<file path="config.mk">
export PLATFORM = sky130hd
export DESIGN_NAME = rtc_posted
export DESIGN_NICKNAME = d
export VERILOG_FILES = /design/src/rtl/rtcp_pkg.sv /design/src/rtl/rtcp_wr_post.sv /design/src/rtl/rtcp_timebase.sv /design/src/rtl/rtc_posted.sv
export SDC_FILE = /design/constraint.sdc
export NUM_CORES = 1
export LEC_CHECK = 0
export ABC_AREA = 1
export CORE_UTILIZATION = 25
export DETAILED_ROUTE_END_ITERATION = 7
export DONT_BUFFER_PORTS = 1
export GPL_ROUTABILITY_DRIVEN = 0
export HOLD_SLACK_MARGIN = 0.05
export PLACE_DENSITY = 0.4
export SLEW_MARGIN = 20
export SYNTH_ARGS = -nofsm -noshare
export SYNTH_HDL_FRONTEND = slang
export SYNTH_SLANG_ARGS = --single-unit
</file>
<file path="constraint.sdc">
create_clock -name clk -period 3.4 [get_ports clk]
set_clock_uncertainty 0.1 [all_clocks]
set_input_delay 0.34 -clock clk [delete_from_list [all_inputs] [get_ports clk]]
set_output_delay 0.34 -clock clk [all_outputs]
set_load 0.05 [all_outputs]
</file>
<file path="src/rtl/rtcp_pkg.sv">
package rtcp_pkg;
    localparam int DW = 32;
    localparam int AW = 5;

    localparam logic [AW-1:0] OFS_SEC  = 5'h00;
    localparam logic [AW-1:0] OFS_FRAC = 5'h04;
    localparam logic [AW-1:0] OFS_AHI  = 5'h08;
    localparam logic [AW-1:0] OFS_ALO  = 5'h0C;
    localparam logic [AW-1:0] OFS_CTRL = 5'h10;
    localparam logic [AW-1:0] OFS_STAT = 5'h14;
    localparam logic [AW-1:0] OFS_IER  = 5'h18;

    localparam int B_RUN  = 3;
    localparam int B_BUSY = 10;
    localparam int B_NEXT = 9;
    localparam int B_DONE = 8;
    localparam int B_ERR  = 7;
    localparam int B_ALM  = 4;
    localparam int B_NV   = 1;
    localparam int B_SV   = 0;

    typedef enum logic {WP_IDLE, WP_POSTED} wp_state_t;
    typedef enum logic {TB_UNSET, TB_ARMED} tb_state_t;

    typedef struct packed {
        logic [AW-1:0] addr;
        logic [DW-1:0] data;
    } wreq_t;
endpackage

</file>
<file path="src/rtl/rtcp_wr_post.sv">
module rtcp_wr_post
    import rtcp_pkg::*;
#(
    parameter int LAT = 4
) (
    input  logic          clk,
    input  logic          rst_n,
    input  logic          wr_en,
    input  logic [AW-1:0] waddr,
    input  logic [DW-1:0] wdata,
    output logic          busy,
    output logic          accept,
    output logic          collide,
    output logic          land,
    output wreq_t         land_req
);
    localparam int CNT_W = (LAT > 1) ? $clog2(LAT) : 1;
    localparam logic [CNT_W-1:0] CNT_LAST = CNT_W'(LAT - 1);

    wp_state_t        st;
    logic [CNT_W-1:0] cnt;

    always_ff @(posedge clk or negedge rst_n) begin
        if (!rst_n) begin
            st       <= WP_IDLE;
            cnt      <= '0;
            land_req <= '0;
        end else begin
            unique case (st)
                WP_IDLE: begin
                    if (wr_en) begin
                        st       <= WP_POSTED;
                        cnt      <= '0;
                        land_req <= '{addr: waddr, data: wdata};
                    end
                end
                WP_POSTED: begin
                    if (cnt == CNT_LAST) st <= WP_IDLE;
                    else                 cnt <= cnt + 1'b1;
                end
            endcase
        end
    end

    always_comb begin
        busy    = 1'b0;
        accept  = 1'b0;
        collide = 1'b0;
        land    = 1'b0;
        unique case (st)
            WP_IDLE: accept = wr_en;
            WP_POSTED: begin
                busy    = 1'b1;
                collide = wr_en;
                land    = (cnt == CNT_LAST);
            end
        endcase
    end
endmodule

</file>
<file path="src/rtl/rtcp_timebase.sv">
module rtcp_timebase
    import rtcp_pkg::*;
(
    input  logic          clk,
    input  logic          rst_n,
    input  logic          tick,
    input  logic          enable,
    input  logic          land_sec,
    input  logic          land_frac,
    input  logic [DW-1:0] wval,
    input  logic [DW-1:0] alarm_hi,
    input  logic [DW-1:0] alarm_lo,
    output logic [DW-1:0] sec_q,
    output logic [DW-1:0] frac_q,
    output logic          armed,
    output logic          alarm_hit
);
    tb_state_t st;
    logic      run;

    always_ff @(posedge clk or negedge rst_n) begin
        if (!rst_n) begin
            st <= TB_UNSET;
        end else begin
            unique case (st)
                TB_UNSET: if (land_sec) st <= TB_ARMED;
                TB_ARMED: st <= TB_ARMED;
            endcase
        end
    end

    always_comb begin
        armed     = (st == TB_ARMED);
        run       = armed && enable && tick;
        alarm_hit = (alarm_hi != '1) && (sec_q == alarm_hi) && (frac_q == alarm_lo);
    end

    always_ff @(posedge clk or negedge rst_n) begin
        if (!rst_n) begin
            sec_q  <= '0;
            frac_q <= '0;
        end else if (land_sec) begin
            sec_q <= wval;
        end else if (land_frac) begin
            frac_q <= wval;
        end else if (run) begin
            frac_q <= frac_q + 1'b1;
            if (frac_q == '1) sec_q <= sec_q + 1'b1;
        end
    end
endmodule

</file>
<file path="src/rtl/rtc_posted.sv">
module rtc_posted
    import rtcp_pkg::*;
#(
    parameter int LAT = 4
) (
    input  logic          clk,
    input  logic          rst_n,
    input  logic          wr_en,
    input  logic [AW-1:0] waddr,
    input  logic [DW-1:0] wdata,
    input  logic [AW-1:0] raddr,
    output logic [DW-1:0] rdata,
    input  logic          tick,
    input  logic          tamper,
    output logic          irq
);
    logic          wp_busy, wp_accept, wp_collide, wp_land;
    wreq_t         land_req;
    logic [AW-1:0] land_addr;
    logic [DW-1:0] land_data;
    logic          prot_addr, land_rej, land_ok, land_sec, land_frac, stat_w;
    logic [DW-1:0] sec_q, frac_q, alarm_hi, alarm_lo;
    logic          tb_armed, alarm_hit;
    logic          ctrl_run;
    logic          ie_next, ie_done, ie_err, ie_alm;
    logic          f_done, f_err, f_alm, f_nv, f_sv;
    logic [DW-1:0] stat_word, ctrl_word, ier_word;

    rtcp_wr_post #(.LAT(LAT)) u_post (
        .clk      (clk),
        .rst_n    (rst_n),
        .wr_en    (wr_en),
        .waddr    (waddr),
        .wdata    (wdata),
        .busy     (wp_busy),
        .accept   (wp_accept),
        .collide  (wp_collide),
        .land     (wp_land),
        .land_req (land_req)
    );

    always_comb begin
        land_addr = land_req.addr;
        land_data = land_req.data;
        prot_addr = (land_addr == OFS_SEC) || (land_addr == OFS_FRAC) ||
                    (land_addr == OFS_AHI) || (land_addr == OFS_ALO);
        land_rej  = wp_land && f_nv && prot_addr;
        land_ok   = wp_land && !land_rej;
        land_sec  = land_ok && (land_addr == OFS_SEC);
        land_frac = land_ok && (land_addr == OFS_FRAC);
        stat_w    = land_ok && (land_addr == OFS_STAT);
    end

    rtcp_timebase u_tb (
        .clk       (clk),
        .rst_n     (rst_n),
        .tick      (tick),
        .enable    (ctrl_run),
        .land_sec  (land_sec),
        .land_frac (land_frac),
        .wval      (land_data),
        .alarm_hi  (alarm_hi),
        .alarm_lo  (alarm_lo),
        .sec_q     (sec_q),
        .frac_q    (frac_q),
        .armed     (tb_armed),
        .alarm_hit (alarm_hit)
    );

    always_ff @(posedge clk or negedge rst_n) begin
        if (!rst_n) begin
            alarm_hi <= '1;
            alarm_lo <= '0;
            ctrl_run <= 1'b0;
            ie_next  <= 1'b0;
            ie_done  <= 1'b0;
            ie_err   <= 1'b0;
            ie_alm   <= 1'b0;
        end else if (land_ok) begin
            unique case (land_addr)
                OFS_AHI:  alarm_hi <= land_data;
                OFS_ALO:  alarm_lo <= land_data;
                OFS_CTRL: ctrl_run <= land_data[B_RUN];
                OFS_IER: begin
                    ie_next <= land_data[B_NEXT];
                    ie_done <= land_data[B_DONE];
                    ie_err  <= land_data[B_ERR];
                    ie_alm  <= land_data[B_ALM];
                end
                default: ;
            endcase
        end
    end

    always_ff @(posedge clk or negedge rst_n) begin
        if (!rst_n) begin
            f_done <= 1'b0;
            f_err  <= 1'b0;
            f_alm  <= 1'b0;
            f_nv   <= 1'b1;
            f_sv   <= 1'b0;
        end else begin
            if (wp_accept)
                f_done <= 1'b0;
            else if (land_ok && !(stat_w && land_data[B_DONE]))
                f_done <= 1'b1;

            if (wp_collide || land_rej)
                f_err <= 1'b1;
            else if (stat_w && land_data[B_ERR])
                f_err <= 1'b0;

            if (alarm_hit)
                f_alm <= 1'b1;
            else if (stat_w && land_data[B_ALM])
                f_alm <= 1'b0;

            if (tamper) begin
                f_nv <= 1'b1;
                f_sv <= 1'b1;
            end else if (stat_w && land_data[B_NV] && land_data[B_SV]) begin
                f_nv <= 1'b0;
                f_sv <= 1'b0;
            end
        end
    end

    always_comb begin
        stat_word         = '0;
        stat_word[B_BUSY] = wp_busy;
        stat_word[B_NEXT] = !wp_busy;
        stat_word[B_DONE] = f_done;
        stat_word[B_ERR]  = f_err;
        stat_word[B_ALM]  = f_alm;
        stat_word[B_NV]   = f_nv;
        stat_word[B_SV]   = f_sv;

        ctrl_word         = '0;
        ctrl_word[B_RUN]  = ctrl_run;

        ier_word          = '0;
        ier_word[B_NEXT]  = ie_next;
        ier_word[B_DONE]  = ie_done;
        ier_word[B_ERR]   = ie_err;
        ier_word[B_ALM]   = ie_alm;

        case (raddr)
            OFS_SEC:  rdata = sec_q;
            OFS_FRAC: rdata = frac_q;
            OFS_AHI:  rdata = alarm_hi;
            OFS_ALO:  rdata = alarm_lo;
            OFS_CTRL: rdata = ctrl_word;
            OFS_STAT: rdata = stat_word;
            OFS_IER:  rdata = ier_word;
            default:  rdata = '0;
        endcase

        irq = (ie_next && !wp_busy) || (ie_done && f_done) ||
              (ie_err && f_err) || (ie_alm && f_alm);
    end
endmodule

</file>
[Word level (Yosys, flattened, before mapping)]
Index checks and enable logic that the tools add are counted.
W data, S select, Z words.
Word-level totals
  output and inout port bits: 33
  register bits after elaboration: 179
Cells by class
  reductions and logical operators: 47
  bitwise operators: 3
  equal/unequal tests: 20
  add/subtract/negate cells: 3
  muxes and demuxes: 27
Operator list (count)
  $pmux W32 S7: 1
  $mux W32: 6
  $add A32 B1 Y32 const B: 2
  $eq A32 B32 Y1: 2
  $eq A32 B32 Y1 const B: 1
  $ne A32 B32 Y1 const B: 1
  $eq A5 B5 Y1 const B: 6
  $eq A5 B4 Y1 const B: 4
  $logic_and A1 B1 Y1: 20
  $mux W1: 15
  $reduce_and A2 Y1: 7
  $reduce_bool A2 Y1: 7
  $eq A5 B3 Y1 const B: 2
  $logic_not A5 Y1: 2
  $logic_or A1 B1 Y1: 7
  $ne A2 B2 Y1 const B: 3
  $mux W2: 2
  $pmux W1 S2: 2
  $pmux W2 S2: 1
  $logic_not A1 Y1: 3
  $not A1 Y1: 3
  $reduce_and A3 Y1: 1
  $add A2 B1 Y2 const B: 1
  $eq A2 B2 Y1 const B: 1

[Longest topological paths before layout]
Gate-level depths: netlist (run 1).
  word-level depth: 13
  mapped depth: 12
  mapped depth without buffers: 11

[By module]
A second synthesis (run 1) with hierarchy kept.
Second synthesis, totals
  cells, all modules: 1874
  area total of the unflattened synthesis: 11931.4 um^2
By module, submodules not included
  rtcp_timebase: area each 6182.2 um^2, cells an instance 1102, seq. area each 1626.6 um^2, instances 1
  rtc_posted: area each 4190.3 um^2, cells an instance 596, seq. area each 1893.1 um^2, instances 1
  rtcp_wr_post: area each 1559.0 um^2, cells an instance 176, seq. area each 1001.0 um^2, instances 1

[Least setup slack after synthesis (run 1)]
OpenSTA, ideal clock, no wires.
  path type: input to output
  start point: input port raddr[1]
  end point: output port rdata[0]
  arrival time: 2277 ps
  setup slack: 683 ps
  cell stages on the path: 4
  cells stage by stage: nor2_1 -> nand3_1 -> clkbuf_1 -> o21ai_0
Between the ends
  longest elaborated chain between the ends: 2
  elaborated cells on any way between the ends: 8
  classes of those cells: eq/ne (6); mux (1); reduce/logical (1)
Ends and longest elaborated chain
  start: declaration: line rtc_posted.sv:11  | input logic [AW-1:0] raddr,
  $eq A5 B5 Y1 (tied with other cells): line rtc_posted.sv:147  | case (raddr)
  $pmux W32 S7 (*): line rtc_posted.sv:147
  end: declaration: line rtc_posted.sv:12  | output logic [DW-1:0] rdata,
Every way passes the cells marked *; elsewhere a longest branch is shown, timed or not.

[Final worst setup path (run 1)]
  start point: input port raddr[1]
  end point: output port rdata[14]
Same word-level chain as after synthesis.

==> flow_summary.json, run 1 <==
{
  "status": "finished, violations left",
  "failed_checks": "hold timing",
  "finalCritPeriodShare": 0.758,
  "clockBufferDepth": 2,
  "nets": 1806,
  "fmax_ghz": 0.388,
  "insertion_delay_ns": 0.46,
  "vias": 11400,
  "die_y_um": 214,
  "drt-initial-drc-count": 1246,
  "maxSlewHeadroom": 0.333,
  "syn_avg_cell_area_um2": 6.55,
  "powerDensity_mw_per_mm2": 594,
  "period_needed_ns": 2.58,
  "synth_area_mm2": 0.0112,
  "whs_ns": -0.522,
  "layout-drive-gt1-share": 0.0797,
  "coreArea_mm2": 0.0442,
  "drt_pass1_iterations": 6,
  "worst_slew_pin_slew_ns": 0.994,
  "rr_startpoint": "u_post.land_req[33]",
  "syn_inst": 1709,
  "arrival_ns": 2.14,
  "slowest_stage": "nor2_1",
  "area.growth.synth_to_final_pct": 18.1,
  "multi_input_area_mm2": 0.00570,
  "fin_cells": 2361,
  "critPathMaxFanout": 22,
  "pwr-share-comb": 0.273,
  "power_frac_seq": 0.438,
  "dieArea_mm2": 0.0456,
  "postCtsHoldBufs": 39,
  "grt_pass1_vias": 11100,
  "overflow": 0,
  "io_pins": 80,
  "drv_slew": 0,
  "ys_warn_count": 0,
  "numPortBuffers": 0,
  "antenna_cells": 0,
  "fin_util": 0.299,
  "yosys.area_share.simple": 0.358,
  "clock-sinks": 179,
  "grt_pass1_wl_mm": 73.4,
  "hp-class": "input port to async pin",
  "switching_share": 0.410,
  "synth_xor_area_frac": 0.0203,
  "grtUsageTotal": 0.224,
  "grt_max_degree": 180,
  "setup-tns-final_ns": 0,
  "dp_cells": 2290,
  "synthesis.nets": 1759,
  "cts-root-buf": "clkbuf_16",
  "clkTransAtPathRegs_ns": 0.07,
  "detail-route-antenna-nets": 0,
  "muxShareOfSynthArea": 0,
  "antenna_found_initial": 0,
  "dp_hpwl_mm": 37.6,
  "max_cap_violations": 0,
  "synth_compound_area_frac": 0.126,
  "ys_ff_latch": 179,
  "synth_top_family_by_area": "simple AND/OR/NAND/NOR gates",
  "internal-power_mw": 4.64,
  "power_frac_clock": 0.288,
  "ys_types": 37,
  "cts_buffers": 17,
  "drc": 0,
  "synth_fa_ha_area_frac": 0.00335,
  "wl_per_cell_um": 20.9,
  "p_leak_nw": 5.84,
  "cp-end-kind": "output port",
  "rsz0062_at_grt": "no",
  "max_stage_delay_ns": 0.38,
  "htree_levels": 4,
  "initial_utilization": 0.253,
  "rows": 77,
  "cp.required_ns": 2.96,
  "crit_start": "raddr[1]",
  "vdd_ir_drop_max_mv": 0.360,
  "routed_wl_mm": 49.3,
  "postCtsSetupBuffers": 0,
  "cts_resized": 0,
  "start_kind": "input port",
  "fill_cells": 4945,
  "crit_chain": "nor2_1 > nand3_1 > buf_4 > o21ai_0 > a21oi_1 > o21ai_1 > buf_12",
  "setup_viol": 0,
  "seq_area_frac_synth": 0.404,
  "crit_type": "input port to output port",
  "cts_tree": "yes",
  "p_sw_mw": 3.22,
  "final-seq-area_mm2": 0.00452,
  "die_w_um": 214,
  "vias_per_cell": 4.83,
  "hold_violations": 179
}
-- logic make-up after synthesis --
group,count (synthesis)
flip-flops,179
AO/OA/AOI/OAI,273
AND/OR/NAND/NOR,977
XOR/XNOR,26
adder cells (fa/ha/maj),3
buffers and inverters,251
-- metal layers --
metal | track usage | part of all wire
met5 | 0 | 0
met4 | 0.0793 | 0.027
met3 | 0.0231 | 0.045
met2 | 0.340 | 0.44
met1 | 0.327 | 0.49
-- area by class of cell --
class / instances / share of cell area
Inverter: 191 / 0.0544
Multi-Input combinational cell: 1279 / 0.431
Clock buffer: 18 / 0.0325
Timing Repair Buffer: 88 / 0.0678
Clock inverter: 14 / 0.0160
Sequential cell: 179 / 0.342
Tap cell: 592 / 0.0560
-- through the flow --
step	hold slack (ns)	worst slack [ns]	cell area, um^2	power [mW]
5_1_grt	-0.539	0.619	13200	8.29
3_5_place_dp	-0.0464	0.838	12200	5.57
2_1_floorplan	-0.0556	0.683	11200	4.43
4_1_cts	-0.546	0.845	13200	7.90
6_report	-0.522	0.823	13200	7.86
3_3_place_gp	-0.0462	0.868	12200	5.56
-- path summary, 6_finish.rpt --
| path | to | slack [ns] | cells after the start |
|---|---|---|---|
| worst min-delay path | u_post.land_req[32] | -0.52 | 0 |
| worst max-delay path | rdata[14] | 0.82 | 7 |
| max in group asynchronous | alarm_hi[19] | 3.36 | 0 |
| worst min register to register | u_tb.armed | 0.36 | 2 |
| min in group clk | u_post.st | 0.08 | 2 |
| worst max register to register | alarm_hi[29] | 0.92 | 6 |
-- power groups by stage --
stage	Combinational (mW)	Sequential, mW	Clock (mW)
3_5_place_dp	2.11	3.46	0
3_3_place_gp	2.09	3.47	0
2_1_floorplan	1.34	3.08	0
6_report	2.15	3.44	2.27
5_1_grt	2.39	3.50	2.40
4_1_cts	2.15	3.43	2.32
-- cell usage after synthesis, drive strengths merged --
cell type    n  share of area
nand2      633           0.21
o21ai      210          0.094
inv        191          0.064
nor2       174          0.062
dfrtp      146           0.33
nand3      132          0.061
clkbuf      41          0.014
a21oi       35          0.016
dfstp       33          0.077
o22ai       25          0.014
nand4       22          0.013
buf         19         0.0095
xor2        15          0.012
xnor2       11         0.0086
nor3         9         0.0040
nand3b       4         0.0027
ha           3         0.0034
o221ai       2         0.0016
and3         1        0.00056
nor4         1         0.0019
o211ai       1        0.00067
or2          1        0.00056
-- registers in the layout, summed over array words and instances, names as in the netlist, 2 cells and up --
signal / cells
u_post.land_req: 37
alarm_hi: 32
alarm_lo: 32
u_tb.frac_q: 32
u_tb.sec_q: 32
u_post.cnt: 2
-- placed cells by master (no fill, tap or decap), types with 2 or more instances in the layout --
master         synthesis  final
nand3_1              129    128
nor2_4                 4      4
o221ai_1               2      2
inv_2                  8      8
clkinv_2               0      4
xnor2_1               11     11
dfstp_2               33     33
bufinv_16              0      5
buf_12                 0     11
dlygate4sd3_1          0     39
nand3_2                2      3
nor2_1               166    166
xor2_1                15     15
dfrtp_1              146    146
ha_1                   3      3
nand2_2                2      2
nor2_2                 4      4
inv_1                182    182
nor3_1                 9      9
o21ai_0              198    171
clkbuf_16              0     17
buf_4                  3     38
nand4_1               21     21
clkinv_4               0      2
o22ai_1               25     25
nand2_1              631    631
a21oi_1               34     34
o21ai_1               11     38
clkinvlp_4             0      2
nand3b_1               4      4
-- worst max-delay path, delay by kind of cell --
family | cells | cell delay (ns)
AOI/OAI and AO/OA | 3 | 0.51
buffers and inverters | 2 | 0.53
and+or+nand+nor | 2 | 0.73
No activity file was read; power rests on OpenSTA's default activity.
==> run 2: changes to the inputs <==
ABC_AREA = 0   (was 1)
clock period = 2.5 ns   (was 3.4 ns; I/O delays follow)
==> flow_summary.json, run 2 <==
{
  "grtUsageTotal": 0.193,
  "layout-drive-gt1-share": 0.294,
  "p_leak_nw": 5.12,
  "seq_area_frac_synth": 0.452,
  "cts-root-buf": "clkbuf_16",
  "crit_top_cell": "buf_4",
  "synth.top_cell.area_share": 0.365,
  "dpl_cell_area_mm2": 0.0116,
  "routed_wl_mm": 38.5,
  "max_cap_violations": 0,
  "die_y_um": 202,
  "fmax_ghz": 0.414,
  "start_kind": "flop",
  "antenna_found_initial": 1,
  "vias_per_cell": 5.19,
  "critPathBufInv": 2,
  "die_w_um": 202,
  "area.growth.synth_to_final_pct": 27.1,
  "synthesis.nets": 1049,
  "crit_type": "flop to flop",
  "vdd_ir_drop_max_mv": 0.384,
  "dieArea_mm2": 0.0408,
  "syn_inst": 999,
  "synth.most_common_cell": "dfrtp_1",
  "overflow": 0,
  "drv_slew": 0,
  "worst_slew_pin_slew_ns": 0.702,
  "io_pins": 80,
  "critPathTopFamily": "simple AND/OR/NAND/NOR gates",
  "drt-initial-drc-count": 648,
  "ys_ff_latch": 179,
  "rows": 72,
  "ys_warn_count": 0,
  "cp-end-kind": "flop",
  "final_cell_area_mm2": 0.0127,
  "coreArea_mm2": 0.0391,
  "slowest_stage": "nor4_2",
  "antenna_cells": 0,
  "detail-route-antenna-nets": 0,
  "insertion_delay_ns": 0.46,
  "initial_utilization": 0.256,
  "largest_register_ffs": 37,
  "nets": 1156,
  "yosysTopAreaCell": "dfrtp_1",
  "synth_edf_count": 0,
  "critPathMaxFanout": 12,
  "ys.flop_type": "dfrtp_1",
  "maxSlewHeadroom": 0.528,
  "arrival_ns": 2.65,
  "clkTransAtPathRegs_ns": 0.07,
  "setup_viol": 0,
  "hold_violations": 179,
  "yosys-top-cells-count": "146 x dfrtp_1, 107 x nand2_1, 105 x mux2_2",
  "status": "finished, violations left",
  "largest_register": "u_post.land_req",
  "cts_buffers": 17,
  "wl_per_cell_um": 23.5,
  "failed_checks": "hold timing",
  "yosys-top-cells-area": "dfrtp_1 37%, mux2_2 12%, dfstp_2 8.7%",
  "ys_types": 60,
  "powerDensity_mw_per_mm2": 641,
  "dp_hpwl_mm": 27.5,
  "numPortBuffers": 0,
  "synth_area_mm2": 0.0100,
  "grt_max_degree": 180,
  "clock-sinks": 179,
  "syn_avg_cell_area_um2": 10.0,
  "postCtsHoldBufs": 39,
  "grt_pass1_vias": 8508,
  "fill_cells": 4086,
  "clockBufferDepth": 2,
  "crit_chain": "nand3_1 > nor4_2 > buf_4 > nand2_1 > buf_4 > nor4_1 > xnor2_1 > o21ai_1",
  "htree_levels": 4,
  "cts_tree": "yes",
  "grt_pass1_wl_mm": 57.4,
  "finalCritPeriodShare": 0.967,
  "multi_input_area_mm2": 0.00527,
  "period_needed_ns": 2.42,
  "ys_async_sr_fraction": 1.00,
  "max_stage_delay_ns": 0.37,
  "final_common_cell": "dfrtp_1",
  "drc": 0,
  "fin_util": 0.325,
  "vias": 8498,
  "drt_pass1_iterations": 5,
  "hp-class": "input port to async pin",
  "rsz0062_at_grt": "yes",
  "final-seq-area_mm2": 0.00452,
  "whs_ns": -0.617,
  "cp.required_ns": 2.73,
  "layout_common_cells": "146 x dfrtp_1, 106 x nand2_1, 105 x mux2_2"
}
==> run 2: logic make-up (layout without fill, tap and decap cells) <==
family	count (synthesis)	count (layout)	synth area share
DFF	179	179	0.452
muxes	107	107	0.120
xor gates and xnor gates	94	94	0.0823
and+or+nand+nor	328	328	0.174
AOI/OAI and AO/OA	207	207	0.135
buffers and inverters	81	201	0.0335
adders and majority gates	3	3	0.00375
==> run 2: worst reg2reg max path, delay by kind of cell (launching register included) <==
| kind | cells | cell delay, ns |
|---|---|---|
| simple gates | 4 | 1.13 |
| compound gates | 1 | 0.07 |
| flops | 1 | 0.35 |
| xor+xnor | 1 | 0.16 |
| buf+inv | 2 | 0.48 |
==> run 2: layer usage <==
metal | global-route usage | wire length (um) | part of all wire | vias up
li1 | - | - | - | 3896
met1 | 0.267 | 18000 | 0.47 | 4300
met2 | 0.296 | 17500 | 0.45 | 250
met5 | 0 | 13 | 0.00034 | -
met4 | 0.0703 | 1070 | 0.028 | 2
met3 | 0.0390 | 1960 | 0.051 | 50
==> run 2: repair_timing <==
item	CTS	global route
resized for setup	0	18
setup endpoints to repair	0	34
hold endpoints to repair	222	179
buffers inserted	0	5
==> run 2: metrics by stage <==
step / setup WS, ns / TNS, ns / total power [mW] / instances / hold WS (ns)
3_3_place_gp: 0.0345 / 0 / 5.35 / 1560 / -0.140
5_1_grt: -0.0268 / -0.0694 / 8.57 / 1637 / -0.648
2_1_floorplan: 0.0462 / 0 / 4.56 / 999 / -0.146
6_report: 0.0826 / 0 / 8.15 / 1637 / -0.617
4_1_cts: 0.00591 / 0 / 8.30 / 1631 / -0.645
3_5_place_dp: 0.0298 / 0 / 5.36 / 1560 / -0.138
==> run 2: final timing paths <==
path	endpoint	startpoint	slack [ns]	depth (start not counted)
worst min-delay path	u_post.land_req[11]	rst_n	-0.62	0
worst max register to register	u_tb.sec_q[25]	u_tb.frac_q[5]	0.08	8
worst max-delay path	u_tb.sec_q[25]	u_tb.frac_q[5]	0.08	8
worst min register to register	u_tb.armed	u_tb.armed	0.37	1
max in group asynchronous	alarm_hi[10]	rst_n	2.58	0
min in group clk	u_post.land_req[34]	waddr[2]	0.34	3
==> run 2: where the power goes <==
group,total [mW],switching (mW),leakage (nW),internal [mW]
clock network,2.81,1.32,0.290,1.49
registers,3.98,0.689,2.04,3.29
logic,1.36,0.685,2.80,0.680
==> run 2: area by class of cell <==
| class | instances | area share |
|---|---|---|
| clock buffer | 20 | 0.0367 |
| clock inverter | 12 | 0.0103 |
| inverter | 8 | 0.00236 |
| multi-input combinational | 739 | 0.414 |
| sequential | 179 | 0.356 |
| tap | 518 | 0.0510 |
| timing repair buffer | 161 | 0.130 |
==> run 3: changes to the inputs <==
CORE_UTILIZATION = 64   (was 25)
PLACE_DENSITY = 0.82   (was 0.4)
==> flow_summary.json, run 3 (synthesis gave the netlist of run 2 again) <==
{
  "start_kind": "flop",
  "fmax_ghz": 0.402,
  "power_frac_clock": 0.329,
  "p_leak_nw": 5.09,
  "drv_slew": 0,
  "coreArea_mm2": 0.0152,
  "cts_buffers": 17,
  "largest_register_ffs": 37,
  "wl_per_cell_um": 25.8,
  "cp-end-kind": "flop",
  "drc": 0,
  "die_y_um": 127,
  "rows": 45,
  "rsz0062_at_grt": "yes",
  "grt_max_degree": 180,
  "finalCritPeriodShare": 0.994,
  "rr_startpoint": "u_tb.frac_q[1]",
  "crit_start": "u_tb.frac_q[1]",
  "crit_top_cell": "nand4_1",
  "failed_checks": "hold timing",
  "layout-drive-gt1-share": 0.283,
  "fin_util": 0.808,
  "drt-initial-drc-count": 1733,
  "die_w_um": 127,
  "critPathMaxFanout": 6,
  "postCtsHoldBufs": 39,
  "insertion_delay_ns": 0.46,
  "clock-sinks": 179,
  "critPathTopFamily": "simple AND/OR/NAND/NOR gates",
  "p_sw_mw": 2.67,
  "vias": 9413,
  "period_needed_ns": 2.48,
  "area.growth.synth_to_final_pct": 22.8,
  "dpl_cell_area_mm2": 0.0112,
  "power_frac_seq": 0.503,
  "htree_levels": 4,
  "switching_share": 0.336,
  "dieArea_mm2": 0.0161,
  "final_common_cell": "dfrtp_1",
  "max_stage_delay_ns": 0.45,
  "crit_type": "flop to flop",
  "pwr-share-comb": 0.167,
  "largest_register": "u_post.land_req",
  "numPortBuffers": 0,
  "clkTransAtPathRegs_ns": 0.07,
  "worst_slew_pin_slew_ns": 0.601,
  "vias_per_cell": 7.26,
  "routed_wl_mm": 33.4,
  "internal-power_mw": 5.27,
  "initial_utilization": 0.658,
  "grtUsageTotal": 0.430,
  "io_pins": 80,
  "final_cell_area_mm2": 0.0123,
  "nets": 1145,
  "setup_viol": 0,
  "slowest_stage": "dfrtp_1",
  "detail-route-antenna-nets": 0,
  "antenna_cells": 0,
  "grt_pass1_wl_mm": 51.1,
  "overflow": 0,
  "antenna_found_initial": 0,
  "clockBufferDepth": 2,
  "grt_pass1_vias": 9223,
  "cts-root-buf": "clkbuf_16",
  "critPathBufInv": 0,
  "drt_pass1_iterations": 7,
  "arrival_ns": 2.74,
  "hold_violations": 179,
  "status": "finished, violations left",
  "crit_chain": "ha_1 > nand4_1 > nor2_2 > and3_1 > nand4_1 > xor2_1 > o21ai_0",
  "dp_hpwl_mm": 21.8,
  "hp-class": "input port to async pin",
  "powerDensity_mw_per_mm2": 646,
  "max_cap_violations": 0,
  "vdd_ir_drop_max_mv": 0.719,
  "maxSlewHeadroom": 0.598,
  "cts_tree": "yes",
  "cp.required_ns": 2.76,
  "whs_ns": -0.605,
  "layout_common_cells": "146 x dfrtp_1, 106 x nand2_1, 105 x mux2_2"
}
-- run 3: cell types whose count changed in the layout (fill, tap and decap cells not counted), sizes merged --
cell	change
clkbuf	-3
inv	+2
bufinv	-1
clkinvlp	-1
buf	-11
bufbuf	+1
clkinv	+2
-- run 3: repair_timing --
item / CTS / global route
pin swaps: 2 / 1
gates cloned: 1 / 0
gates resized for setup: 2 / 12
setup endpoints to repair: 2 / 27
buffers inserted: 2 / 0
endpoints found under the hold margin: 221 / 179
-- run 3: metal layers --
| layer | GRT usage | up-vias | share of wire |
|---|---|---|---|
| li1 | - | 3863 | - |
| met1 | 0.536 | 4456 | 0.35 |
| met2 | 0.646 | 859 | 0.45 |
| met3 | 0.128 | 235 | 0.13 |
| met4 | 0.299 | 0 | 0.074 |
| met5 | 0 | - | 0 |
-- run 3: worst paths after layout --
check                                   to  slack [ns]  depth (start not counted)
min in group clk                    f_done        0.18                          3
hold / removal             u_tb.frac_q[14]       -0.60                          0
setup reg to reg             u_tb.sec_q[9]        0.02                          7
setup / recovery             u_tb.sec_q[9]        0.02                          7
hold reg to reg                 u_tb.armed        0.39                          1
max in group asynchronous      alarm_hi[4]        2.60                          0
-- run 3: stage by stage --
stage	hold slack (ns)	total power [mW]	cells	worst slack, ns	setup TNS, ns
floorplan	-0.146	4.56	999	0.0462	0
global placement	-0.139	5.14	1222	0.0895	0
detailed placement	-0.138	5.21	1222	-0.00400	-0.00400
CTS	-0.618	7.86	1296	0.0314	0
global route	-0.617	8.19	1296	-0.0206	-0.0493
finish	-0.605	7.94	1296	0.0151	0
-- run 3: final cells by class --
cell class,count,area [um^2]
Inverter,8,30.0
Tap cell,188,235
Multi-Input combinational cell,739,5260
Sequential cell,179,4520
Clock inverter,14,134
Timing Repair Buffer,150,1670
Fill cell,867,2920
Clock buffer,18,429
-- run 3: power by group through the flow --
stage	sequential, mW	clock (mW)	combinational [mW]
after CTS	3.95	2.62	1.29
after global placement	3.97	0	1.17
after global routing	4.03	2.74	1.42
after floorplan	3.69	0	0.876
after detailed placement	4.00	0	1.22
final	3.99	2.62	1.33
